`src/rtl/head_seek_seq.sv`:
```
module head_seek_seq (
  input  logic clk,
  input  logic rst_n,
  input  logic rtz,
  input  logic load_pulse,
  input  logic bot_pulse,
  input  logic odd_det,
  input  logic diff_zero,
  output logic fwd_inh,
  output logic coarse_en,
  output logic ld_sel,
  output logic cntr_clr,
  output logic fwd,
  output logic acc_trig,
  output logic det_en
);

  typedef enum logic [1:0] {ST_UNLD, ST_LOAD, ST_BOT, ST_DET} st_t;

  localparam int NIN = 5;

  logic [NIN-1:0] s1, s2, s3;
  st_t st, st_nx;

  always_ff @(posedge clk or negedge rst_n)
    if (!rst_n) begin
      s1 <= '0;
      s2 <= '0;
      s3 <= '0;
    end else begin
      s1 <= {diff_zero, odd_det, bot_pulse, load_pulse, rtz};
      s2 <= s1;
      s3 <= s2;
    end

  wire rtz_s    = s2[0];
  wire ld_rise  = s2[1] & ~s3[1];
  wire bot_rise = s2[2] & ~s3[2];
  wire odd_rise = s2[3] & ~s3[3];
  wire dz_s     = s2[4];

  always_comb begin
    st_nx = st;
    if (rtz_s) st_nx = ST_UNLD;
    else
      case (st)
        ST_UNLD: if (ld_rise) st_nx = ST_LOAD;
        ST_LOAD: if (bot_rise) st_nx = ST_BOT;
        ST_BOT:  if (odd_rise && dz_s) st_nx = ST_DET;
        default: st_nx = st;
      endcase
  end

  always_ff @(posedge clk or negedge rst_n)
    if (!rst_n) begin
      st       <= ST_UNLD;
      acc_trig <= 1'b0;
    end else begin
      st       <= st_nx;
      acc_trig <= (st == ST_UNLD) && (st_nx == ST_LOAD);
    end

  assign fwd_inh   = (st == ST_UNLD);
  assign fwd       = (st == ST_UNLD);
  assign det_en    = (st == ST_DET);
  assign coarse_en = (st == ST_DET);
  assign ld_sel    = (st != ST_DET);
  assign cntr_clr  = (st != ST_DET);

  AST_RTZ_UNLOAD: assert property (@(posedge clk) disable iff (!rst_n)
    rtz_s |=> (fwd_inh && !det_en));

  AST_LOAD_ENTRY: assert property (@(posedge clk) disable iff (!rst_n)
    (st == ST_LOAD && $past(st) != ST_LOAD) |-> $past(st) == ST_UNLD);

  AST_ACC_SINGLE: assert property (@(posedge clk) disable iff (!rst_n)
    acc_trig |=> !acc_trig);

  AST_BOT_ENTRY: assert property (@(posedge clk) disable iff (!rst_n)
    (st == ST_BOT && $past(st) != ST_BOT) |-> $past(st) == ST_LOAD);

  AST_DET_GATED: assert property (@(posedge clk) disable iff (!rst_n)
    $rose(det_en) |-> $past(dz_s && odd_rise && st == ST_BOT));

  AST_DET_HOLD: assert property (@(posedge clk) disable iff (!rst_n)
    (det_en && !rtz_s) |=> det_en);

endmodule

```
`config.mk`:
```
export PLATFORM = sky130hd
export DESIGN_NAME = head_seek_seq
export DESIGN_NICKNAME = d
export VERILOG_FILES = /design/src/rtl/head_seek_seq.sv
export SDC_FILE = /design/constraint.sdc
export NUM_CORES = 1
export LEC_CHECK = 0
export ABC_AREA = 1
export BUFFER_PORTS_ARGS = -buffer_cell sky130_fd_sc_hd__buf_2
export CAP_MARGIN = 5
export CORE_AREA = 2 2 39 41
export CTS_BUF_LIST = sky130_fd_sc_hd__clkbuf_4
export CTS_CLUSTER_SIZE = 24
export DETAILED_ROUTE_END_ITERATION = 10
export DIE_AREA = 0 0 41 43
export GPL_ROUTABILITY_DRIVEN = 0
export PLACE_DENSITY = 0.63
export SLEW_MARGIN = 25
export SYNTH_ARGS = -nofsm -noshare
export SYNTH_HDL_FRONTEND = slang
export SYNTH_SLANG_ARGS = --single-unit
```
`constraint.sdc`:
```
create_clock -name clk -period 1.1 [get_ports clk]
set_clock_uncertainty 0.1 [all_clocks]
set_input_delay 0.33 -clock clk [delete_from_list [all_inputs] [get_ports clk]]
set_output_delay 0.33 -clock clk [all_outputs]
set_load 0.1 [all_outputs]
```
==> metrics.csv <==
stage,metric,value,unit
layout,nFillCells,125,
clock_tree,clkTransAtPathRegs,0.09,ns
route,dr_wl_met2,447,um
die,die_y,43,um
synth,ys.warnings.count,0,
critical_path,rr_endpoint,st[1],
critical_path,crit_path_max_incr_delay,0.46,ns
place,numPortBuffers,13,
power,ir_worst_vdd,930,uV
sta,fin_crit_sh,145,%
power,powerDensity,1390,nW/um^2
critical_path,path_cells,inv_2 > nand2_4 > clkinvlp_4 > buf_12,
critical_path,cp-start-kind,register,
synth,seq_area_frac_synth,76.4,%
outcome,status,"complete, but fails checks",
route,top_layer_used,met4,
layout,drive_gt1_share,59.4,%
die,core-area,1380,sq um
power,power,0.00119,W
route,routedWlPerCell,10.2,um
sta,timing.fmax,0.627,GHz
sta,tightest_slew,0.328,ns
grt,antenna_found_initial,0,
sta,slew-limit-headroom,78.1,%
die,fp-row-count,14,
layout,nets,72,
synth,ys_types,9,
critical_path,crit_family,flip-flops,
route,routed-wl-met3,48,um
route,drt-met1-wl,261,um
min_path,min_to,s1[1],
layout,multi_input_area,113,sq um
sta,maxSlewViolCount,0,
critical_path,path_buf_inv,3,
sta,setup_viol,10,
route,vias,348,
critical_path,ff2ff_path_depth,7,
route,dr.pass1.iters,2,
power,power_frac_clock,27.3,%
flow_run,cap_violations,0,
grt,grt_pass1_vias,304,
synth,syn_nets,49,
sta,worst_slack,-0.496,ns
critical_path,critical_path_arrival,1.17,ns
synth,synth-seq-cells,16,
critical_path,required,0.67,ns
grt,grtUsageTotal,11.2,%
outcome,violations,setup timing,
die,start_util,37.9,%
power,comb_power_share,18.9,%
synth,syn_area,524,sq um
critical_path,worst-setup-path-type,register to output pin,
route,first_iter_violations,3,
layout,layout_commonest_cell,dfrtp_1,
min_path,hp-start,load_pulse,
clock_tree,clock-sinks,16,
min_path,min_path_type,primary input to register,
route,totalWireLength,819,um
clock_tree,clockRootBuffer,clkbuf_4,
power,p_int,0.000869,W
min_path,min_path_cells,1,
critical_path,r2r_slack,-0.23,ns
critical_path,crit_slowest_cell,dfrtp_2,
power,leakagePower,0.407,nW
power,seq_power_share,53.8,%
route,avgViaCountPerCell,4.35,
layout,seqCellArea,404,sq um
clock_tree,htreeDepth,1,
critical_path,reg2reg_from,st[1],
layout,diodes,0,
sta,rsz0062_at_grt,yes,
die,dieArea,1760,sq um
route,drc,0,
die,die_w,41,um
clock_tree,numCtsBuffers,3,
grt,grt_pass1_wl,1.19,mm
die,boundaryPins,14,
grt,grt_start_max_net_pins,17,
clock_tree,cts_max_path_buffers,2,
layout,synthToLayoutAreaGrowth,62.8,%
clock_tree,cts_tree,built,
route,ant_nets,0,
layout,final_cell_mix,"dfrtp_1, buf_12, buf_2",
critical_path,crit_path_end_kind,output pin,
clock_tree,worstSkewPairLatency,0.28,ns
grt,grt_overflow,0,
sta,finalHoldViolations,0,
power,p_sw,0.000316,W
sta,layout_min_cycle_time,1.60,ns
synth,syn-instance-count,42,
synth,syn_area_per_cell,12.5,sq um
critical_path,crit_fanout,2,
power,switching_share,26.7,%
sta,hold_slack,0.0524,ns
critical_path,crit_cells,4,
## area by class of cell
cell class,instances,share of cell area [%]
repair buffers,21,29.2
clock buffers,4,3.52
inverters,8,4.40
well taps,16,2.35
multi-input cells,15,13.2
flip-flops and latches,16,47.4
## worst max path at each step
stage | endpoint | start
2_1_floorplan | det_en | st[1]
3_3_place_gp | fwd_inh | st[1]
3_5_place_dp | fwd_inh | st[0]
4_1_cts | fwd_inh | st[1]
5_1_grt | fwd_inh | st[1]
6_report | fwd_inh | st[1]
## power by group through the flow
stage	Sequential (W)	Combinational (W)	Clock, W
2_1_floorplan	0.000667	0.000107	0
3_3_place_gp	0.000648	0.000202	0
3_5_place_dp	0.000650	0.000204	0
4_1_cts	0.000638	0.000218	0.000343
5_1_grt	0.000641	0.000238	0.000363
6_report	0.000638	0.000225	0.000323
## stage by stage
step,cell area [sq um],cells,setup TNS [ns],setup slack (ns),utilization [%]
finish,853,80,-3.48,-0.496,61.7
detailed placement,754,71,-1.02,-0.186,54.5
global placement,754,71,-0.958,-0.177,54.5
global route,853,80,-3.88,-0.537,61.7
CTS,828,79,-3.42,-0.505,59.9
floorplan,568,42,-2.47,-0.789,-
## cells by family after synthesis
group,share of synthesized area (%)
flops,76.4
buf+inv,10.0
simple gates,11.9
compound gates,1.67
## timing repair
item                                    CTS  global route
endpoints found under the hold margin    16             0
buffers inserted                          3             3
hold buffers                              1             0
pin swaps                                 6             5
resized for setup                         3             5
endpoints found under the setup margin   10            10
## per-layer routing
layer  global-route usage, %  vias to the layer above
li1                        -                      162
met1                    10.8                      158
met2                    17.8                       20
met3                    1.57                        8
met4                    12.0                        0
met5                       0                        -
## worst register-to-register path, delay by kind of cell, from the launching register on
| kind | cells | cell delay, ns |
|---|---|---|
| and+or+nand+nor | 2 | 0.17 |
| DFF | 1 | 0.46 |
| buffers and inverters | 5 | 0.49 |
## sequential cells by signal, summed over array words and instances, names as in the netlist
register  count
s2            5
acc_trig      1
s3            3
s1            5
st            2
## synth_stat cells
library cell | count | area [sq um]
o21ai_2 | 1 | 8.76
inv_2 | 2 | 7.51
nor2_1 | 5 | 18.8
nand2_4 | 1 | 11.3
and3_1 | 1 | 6.26
inv_1 | 6 | 22.5
dfrtp_1 | 16 | 400
nand2_1 | 7 | 26.3
buf_4 | 3 | 22.5
Power figures use the tool's default switching activity.
